[src/rtl/i2c_rx_pkg.sv]
package i2c_rx_pkg;
  parameter int CMD_W       = 16;
  parameter int STS_W       = 8;
  parameter int BYTE_W      = 8;
  parameter int CMD_RX_BIT  = 3;
  parameter int CMD_RXL_BIT = 4;
  parameter int STS_RXD_BIT = 2;

  typedef enum logic [3:0] {
    XS_IDLE   = 4'h0,
    XS_ACTIVE = 4'h1,
    XS_RECV   = 4'h3
  } xfer_state_e;
endpackage

[src/rtl/i2c_rx_bit_timer.sv]
module i2c_rx_bit_timer #(
  parameter int HALF_CYC = 4
) (
  input  logic clk_i,
  input  logic rst_ni,
  input  logic run_i,
  output logic tick_o
);
  localparam int CW = (HALF_CYC > 1) ? $clog2(HALF_CYC) : 1;
  localparam logic [CW-1:0] LAST = CW'(HALF_CYC - 1);

  logic [CW-1:0] cnt_q;

  assign tick_o = run_i && (cnt_q == LAST);

  always_ff @(posedge clk_i or negedge rst_ni) begin
    if (!rst_ni)      cnt_q <= '0;
    else if (!run_i)  cnt_q <= '0;
    else if (tick_o)  cnt_q <= '0;
    else              cnt_q <= cnt_q + 1'b1;
  end

  AST_CNT_BOUND: assert property (@(posedge clk_i) disable iff (!rst_ni)
    cnt_q <= LAST);
  AST_RESTART_ZERO: assert property (@(posedge clk_i) disable iff (!rst_ni)
    $rose(run_i) |-> cnt_q == '0);
endmodule

[src/rtl/i2c_rx_byte_shifter.sv]
module i2c_rx_byte_shifter #(
  parameter int BYTE_W = 8
) (
  input  logic              clk_i,
  input  logic              rst_ni,
  input  logic              start_i,
  input  logic              nack_i,
  input  logic              tick_i,
  input  logic              sda_i,
  input  logic              err_i,
  output logic              active_o,
  output logic              scl_o,
  output logic              sda_oe_o,
  output logic              done_o,
  output logic              fail_o,
  output logic [BYTE_W-1:0] byte_o
);
  localparam int NBITS = BYTE_W + 1;
  localparam int BW    = $clog2(NBITS);
  localparam logic [BW-1:0] ACK_IDX = BW'(BYTE_W);

  logic              active_q, phase_q, scl_q, nack_q, fail_q, done_q;
  logic [BW-1:0]     bitn_q;
  logic [BYTE_W-1:0] shreg_q;

  always_ff @(posedge clk_i or negedge rst_ni) begin
    if (!rst_ni) begin
      active_q <= 1'b0;
      phase_q  <= 1'b0;
      scl_q    <= 1'b1;
      nack_q   <= 1'b0;
      fail_q   <= 1'b0;
      done_q   <= 1'b0;
      bitn_q   <= '0;
      shreg_q  <= '0;
    end else begin
      done_q <= 1'b0;
      if (start_i && !active_q) begin
        active_q <= 1'b1;
        phase_q  <= 1'b0;
        scl_q    <= 1'b0;
        bitn_q   <= '0;
        fail_q   <= 1'b0;
        nack_q   <= nack_i;
      end else if (active_q) begin
        if (err_i) fail_q <= 1'b1;
        if (tick_i) begin
          if (!phase_q) begin
            // rising SCL: sample data bits only
            phase_q <= 1'b1;
            scl_q   <= 1'b1;
            if (bitn_q != ACK_IDX) shreg_q <= {shreg_q[BYTE_W-2:0], sda_i};
          end else if (bitn_q == ACK_IDX) begin
            active_q <= 1'b0;
            phase_q  <= 1'b0;
            done_q   <= 1'b1;
          end else begin
            bitn_q  <= bitn_q + 1'b1;
            phase_q <= 1'b0;
            scl_q   <= 1'b0;
          end
        end
      end
    end
  end

  assign active_o = active_q;
  assign scl_o    = scl_q;
  assign sda_oe_o = active_q && (bitn_q == ACK_IDX) && !nack_q;
  assign done_o   = done_q;
  assign fail_o   = fail_q;
  assign byte_o   = shreg_q;

  AST_SCL_IDLE_HIGH: assert property (@(posedge clk_i) disable iff (!rst_ni)
    !active_q |-> scl_q);
  AST_SHIFT_ON_RISE: assert property (@(posedge clk_i) disable iff (!rst_ni)
    (shreg_q != $past(shreg_q)) |-> $rose(scl_q));
  AST_DONE_AFTER_RUN: assert property (@(posedge clk_i) disable iff (!rst_ni)
    done_q |-> !active_q && $past(active_q));
endmodule

[src/rtl/i2c_rx_seq.sv]
module i2c_rx_seq
  import i2c_rx_pkg::*;
#(
  parameter int HALF_CYC = 4
) (
  input  logic              clk_i,
  input  logic              rst_ni,
  input  logic              cmd_we_i,
  input  logic [CMD_W-1:0]  cmd_wdata_i,
  input  logic              sts_clr_we_i,
  input  logic [STS_W-1:0]  sts_clr_i,
  input  logic [STS_W-1:0]  sts_evt_i,
  input  logic              sda_i,
  input  logic              bus_err_i,
  output logic              scl_o,
  output logic              sda_oe_o,
  output logic [CMD_W-1:0]  cmd_o,
  output logic [STS_W-1:0]  sts_o,
  output logic [BYTE_W-1:0] rx_byte_o,
  output logic [3:0]        xfer_state_o,
  output logic              busy_o
);
  localparam logic [STS_W-1:0] RXD_MASK = STS_W'(1) << STS_RXD_BIT;

  logic [CMD_W-1:0]  cmd_q;
  logic [STS_W-1:0]  sts_q, sts_d;
  logic [BYTE_W-1:0] rx_byte_q, shf_byte;
  xfer_state_e       xs_q;
  logic busy, wr_ok, start, tick;
  logic shf_active, shf_done, shf_fail;

  assign busy  = cmd_q[CMD_RX_BIT] | cmd_q[CMD_RXL_BIT];
  assign wr_ok = cmd_we_i && !busy;
  // pending receive waits for receive-done to be cleared
  assign start = busy && !sts_q[STS_RXD_BIT] && !shf_active && !shf_done;

  i2c_rx_bit_timer #(.HALF_CYC(HALF_CYC)) u_timer (
    .clk_i  (clk_i),
    .rst_ni (rst_ni),
    .run_i  (shf_active),
    .tick_o (tick)
  );

  i2c_rx_byte_shifter #(.BYTE_W(BYTE_W)) u_shift (
    .clk_i    (clk_i),
    .rst_ni   (rst_ni),
    .start_i  (start),
    .nack_i   (cmd_q[CMD_RXL_BIT]),
    .tick_i   (tick),
    .sda_i    (sda_i),
    .err_i    (bus_err_i),
    .active_o (shf_active),
    .scl_o    (scl_o),
    .sda_oe_o (sda_oe_o),
    .done_o   (shf_done),
    .fail_o   (shf_fail),
    .byte_o   (shf_byte)
  );

  always_comb begin
    sts_d = sts_q;
    if (sts_clr_we_i) sts_d = sts_d & ~sts_clr_i;
    if (wr_ok)        sts_d = sts_d & RXD_MASK;
    sts_d = sts_d | (sts_evt_i & ~RXD_MASK);
    if (shf_done && !shf_fail) sts_d = sts_d | RXD_MASK;
  end

  always_ff @(posedge clk_i or negedge rst_ni) begin
    if (!rst_ni) begin
      cmd_q     <= '0;
      sts_q     <= '0;
      rx_byte_q <= '0;
      xs_q      <= XS_IDLE;
    end else begin
      sts_q <= sts_d;
      if (wr_ok) begin
        cmd_q <= cmd_wdata_i;
      end else if (shf_done) begin
        cmd_q[CMD_RX_BIT]  <= 1'b0;
        cmd_q[CMD_RXL_BIT] <= 1'b0;
      end
      if (shf_done) rx_byte_q <= shf_fail ? {BYTE_W{1'b1}} : shf_byte;
      if (start)         xs_q <= XS_RECV;
      else if (shf_done) xs_q <= XS_ACTIVE;
    end
  end

  assign cmd_o        = cmd_q;
  assign sts_o        = sts_q;
  assign rx_byte_o    = rx_byte_q;
  assign xfer_state_o = xs_q;
  assign busy_o       = busy;

  AST_STATE_WHILE_RX: assert property (@(posedge clk_i) disable iff (!rst_ni)
    shf_active |-> xs_q == XS_RECV);
  AST_HOLD_OFF: assert property (@(posedge clk_i) disable iff (!rst_ni)
    $rose(shf_active) |-> !$past(sts_q[STS_RXD_BIT]));
  AST_CMD_SELF_CLEAR: assert property (@(posedge clk_i) disable iff (!rst_ni)
    shf_done |=> !busy_o);
  AST_KEEP_RXDONE: assert property (@(posedge clk_i) disable iff (!rst_ni)
    wr_ok && !shf_done && !(sts_clr_we_i && sts_clr_i[STS_RXD_BIT])
    |=> sts_q[STS_RXD_BIT] == $past(sts_q[STS_RXD_BIT]));
  AST_BUSY_IGNORE: assert property (@(posedge clk_i) disable iff (!rst_ni)
    cmd_we_i && busy && !shf_done |=> $stable(cmd_q));
  AST_FAIL_NO_DONE: assert property (@(posedge clk_i) disable iff (!rst_ni)
    shf_done && shf_fail && !sts_q[STS_RXD_BIT]
    |=> rx_byte_q == {BYTE_W{1'b1}} && !sts_q[STS_RXD_BIT]);
endmodule

[config.mk]
export PLATFORM = sky130hd
export DESIGN_NAME = i2c_rx_seq
export DESIGN_NICKNAME = d
export VERILOG_FILES = /design/src/rtl/i2c_rx_pkg.sv /design/src/rtl/i2c_rx_bit_timer.sv /design/src/rtl/i2c_rx_byte_shifter.sv /design/src/rtl/i2c_rx_seq.sv
export SDC_FILE = /design/constraint.sdc
export NUM_CORES = 1
export LEC_CHECK = 0
export ABC_AREA = 1
export BUFFER_PORTS_ARGS = -buffer_cell sky130_fd_sc_hd__buf_2
export CELL_PAD_IN_SITES_DETAIL_PLACEMENT = 0
export CELL_PAD_IN_SITES_GLOBAL_PLACEMENT = 1
export CORE_MARGIN = 2
export CORE_UTILIZATION = 37
export DETAILED_ROUTE_END_ITERATION = 8
export PLACE_DENSITY_LB_ADDON = 0.1
export SLEW_MARGIN = 20
export SYNTH_ARGS = -nofsm -noshare
export SYNTH_HDL_FRONTEND = slang
export SYNTH_SLANG_ARGS = --single-unit
[constraint.sdc]
create_clock -name clk_i -period 1.7 [get_ports clk_i]
set_input_delay 0.34 -clock clk_i [delete_from_list [all_inputs] [get_ports clk_i]]
set_output_delay 0.34 -clock clk_i [all_outputs]
set_load 0.01 [all_outputs]
==> results.toml <==
[outcome]
status = "finished with violations"
violations = "negative setup slack"

[die]
core_area_um2 = 6026
die_w_um = 83.46
placementRows = 28
ioPinCount = 77
die-area_um2 = 6965
die_h_um = 83.46
start_util_pct = 38.77

[logic_synthesis]
synth-compound-area-share_pct = 6.427
synthDistinctLibCells = 29
synthesis.area_um2 = 2336
synthAdderAreaFrac_pct = 1.607
syn_avg_cell_area_um2 = 9.307
synthXorXnorAreaFrac_pct = 0.3749
ys_warn_count = 0
synthSimpleGateAreaFrac_pct = 27.80
netlist_instances = 251
ys_ff_latch = 54
synth_mux_area_share_pct = 0
yosysSeqAreaShare_pct = 57.90
synth_top_family_by_area = "simple AND/OR/NAND/NOR gates"

[routing]
routed_wl_um = 5125
drt_iter0_markers = 96
routedWlPerCell_um = 12.50
post-route-drc-count = 0
vias = 1919
dr.pass1.iters = 4
detail-route-antenna-nets = 0
via_per_inst = 4.680

[critical_path]
worstSetupEndpointType = "output port"
critPathKind = "reg -> out"
arrival_ns = 1.45
critPathMaxFanout = 2
cp-start-kind = "flop"
crit_required_ns = 1.36
worst-r2r-cell-count = 10

[power]
power.total_w = 0.003269
p_leak_nw = 1.664
p_per_area_nw_per_um2 = 1104
ir_drop_mv = 0.6026

[global_route]
grt_util_all_layers_pct = 15.44
grt_use_met1_pct = 21.34
grt_max_degree = 40
antenna_found_initial = 0
grt_pass1_vias = 1930
gr-usage-met2_pct = 25.00
use_met3_pct = 3.462
grt_first_pass_wirelength_um = 8907
busiest_layer = "met2"
grt_overflow_total = 0

[placed_design]
port_buffers = 73
dpl.hpwl_um = 3633
gp_congestion = 0.7601
dp_cells = 396

[layout]
layout.area.seq_um2 = 1353
final_nets = 375
drive_above_1_share_pct = 36.42
layout.cells.non_filler = 410
insertedDiodeCount = 0
postLayoutCoreUtil_pct = 49.15
n_fill_cell = 607
syn2layout_area_growth_pct = 26.78
multi_input_area_um2 = 873.3

[sta]
setup_viol = 1
hold_violations = 0
setup_ws_ns = -0.08564
clock.fmax_mhz = 560.0
fin_crit_ns = 1.786
finalCritPeriodShare_pct = 105.0
rsz0062_at_grt = "true"
drv_slew = 0
fin_skew_ns = 0.004413

[clocking]
cts_tree = "built"
cts_sinks = 54
clock_path_buffers = 2
insertion_delay_ns = 0.29
clockRootBuffer = "clkbuf_8"
path_clk_slew_ns = 0.09
cts_made_buffers = 5
htreeDepth = 2

[min_path]
holdPathStages = 2
min_path_type = "in -> reg"

[flow_run]
maxCapViolations = 0
==> per-stage QoR <==
stage / cell area, um2 / setup TNS [ns] / hold WS [ns] / setup WS, ns
after floorplan: 2340 / 0 / 0.04441 / 0.09799
after global placement: 2803 / 0 / 0.2912 / 0.1405
after detailed placement: 2803 / 0 / 0.2907 / 0.1408
after CTS: 2924 / -0.06952 / 0.2164 / -0.06952
after global routing: 2962 / -0.1790 / 0.2103 / -0.1790
final: 2962 / -0.08564 / 0.2253 / -0.08564
==> power by group <==
part | internal [W] | switching [W] | leakage (nW)
clock | 0.000330 | 0.000397 | 0.0482
combinational | 0.000376 | 0.000504 | 0.938
sequential | 0.00150 | 0.000157 | 0.678
==> registers in the layout, indices dropped and copies added, names as in the netlist <==
register,cells
cmd_o,16
rx_byte_o,8
sts_o,8
u_shift.active_o,1
u_shift.bitn_q,4
u_shift.byte_o,8
u_shift.done_o,1
u_shift.fail_o,1
u_shift.nack_q,1
u_shift.phase_q,1
u_shift.scl_o,1
u_timer.cnt_q,2
xfer_state_o,2
==> critical path, stage by stage, from the launching register on <==
cell and delay (ns):
dfrtp_1 0.41, inv_2 0.08, ha_4 0.12, nand2_2 0.04
nor2_2 0.14, inv_2 0.06, nor3_2 0.15, buf_2 0.15
==> cells by family after synthesis <==
logic type / count (synthesis)
fa+ha+maj: 3
xor+xnor: 1
compound gates: 24
other cells: 1
simple gates: 139
buf+inv: 29
flops: 54
==> cell type report <==
| type | count | area share [%] |
|---|---|---|
| clock buffer | 7 | 2.915 |
| inverter | 17 | 2.197 |
| tap | 75 | 3.169 |
| multi-input combinational | 169 | 29.49 |
| sequential | 54 | 45.67 |
| timing repair buffer | 87 | 16.39 |
| clock inverter | 1 | 0.1690 |
==> synth_stat cells <==
master / instances / area share, %
nor3_1: 2 / 0.43
dfstp_2: 1 / 1.1
inv_2: 3 / 0.48
buf_6: 1 / 0.48
o21ai_2: 1 / 0.38
xor2_1: 1 / 0.38
nand2_2: 2 / 0.54
a21oi_1: 1 / 0.21
nand3_1: 20 / 4.3
a31o_2: 7 / 2.6
nand3b_1: 3 / 0.96
buf_4: 3 / 0.96
dfrtp_1: 53 / 57
nor2_1: 3 / 0.48
clkinv_2: 1 / 0.21
nand4_4: 1 / 0.91
nor2_4: 1 / 0.48
o21ai_0: 15 / 3.2
conb_1: 1 / 0.16
inv_1: 13 / 2.1
nor2_2: 2 / 0.54
nand4_1: 1 / 0.27
ha_1: 3 / 1.6
nand2_8: 1 / 0.86
buf_2: 4 / 0.86
nand2_4: 1 / 0.48
clkbuf_1: 4 / 0.64
nand3_4: 2 / 1.5
nand2_1: 100 / 16
==> worst paths after layout <==
kind / from / to / slack [ns]
worst max register to register: u_shift.bitn_q[0] / u_shift.bitn_q[1] / 0.16
worst max-delay path: u_shift.bitn_q[0] / sda_oe_o / -0.09
worst min register to register: u_timer.cnt_q[0] / u_timer.cnt_q[0] / 0.45
worst min-delay path: sts_evt_i[0] / sts_o[0] / 0.23
min in group asynchronous: rst_ni / cmd_o[9] / 0.49
max in group asynchronous: rst_ni / u_shift.scl_o / 0.60
==> per-layer routing <==
metal,part of all wire [%],vias to the layer above
li1,-,962
met1,49,908
met5,0,-
met4,0.47,0
met2,46,47
met3,5.1,2
==> repair_timing <==
action,CTS,global route
hold buffers,1,0
gates resized for setup,2,5
buffers inserted,2,3
endpoints found under the hold margin,15,0
endpoints found under the setup margin,1,1
pin swaps,0,3
==> cell usage in the layout (no fill, tap or decap), drive strengths merged <==
cell type	synthesis	routed
clkinv	1	2
nand2	104	104
buf	8	86
nand3	22	22
nor2	6	6
conb	1	2
nor3	2	2
a21oi	1	1
dfstp	1	1
dfrtp	53	53
xor2	1	1
a31o	7	7
nand4	2	2
clkbuf	4	7
dlygate4sd3	0	1
o21ai	16	16
inv	16	16
nand3b	3	3
ha	3	3
No activity file was read; power rests on OpenSTA's default activity.
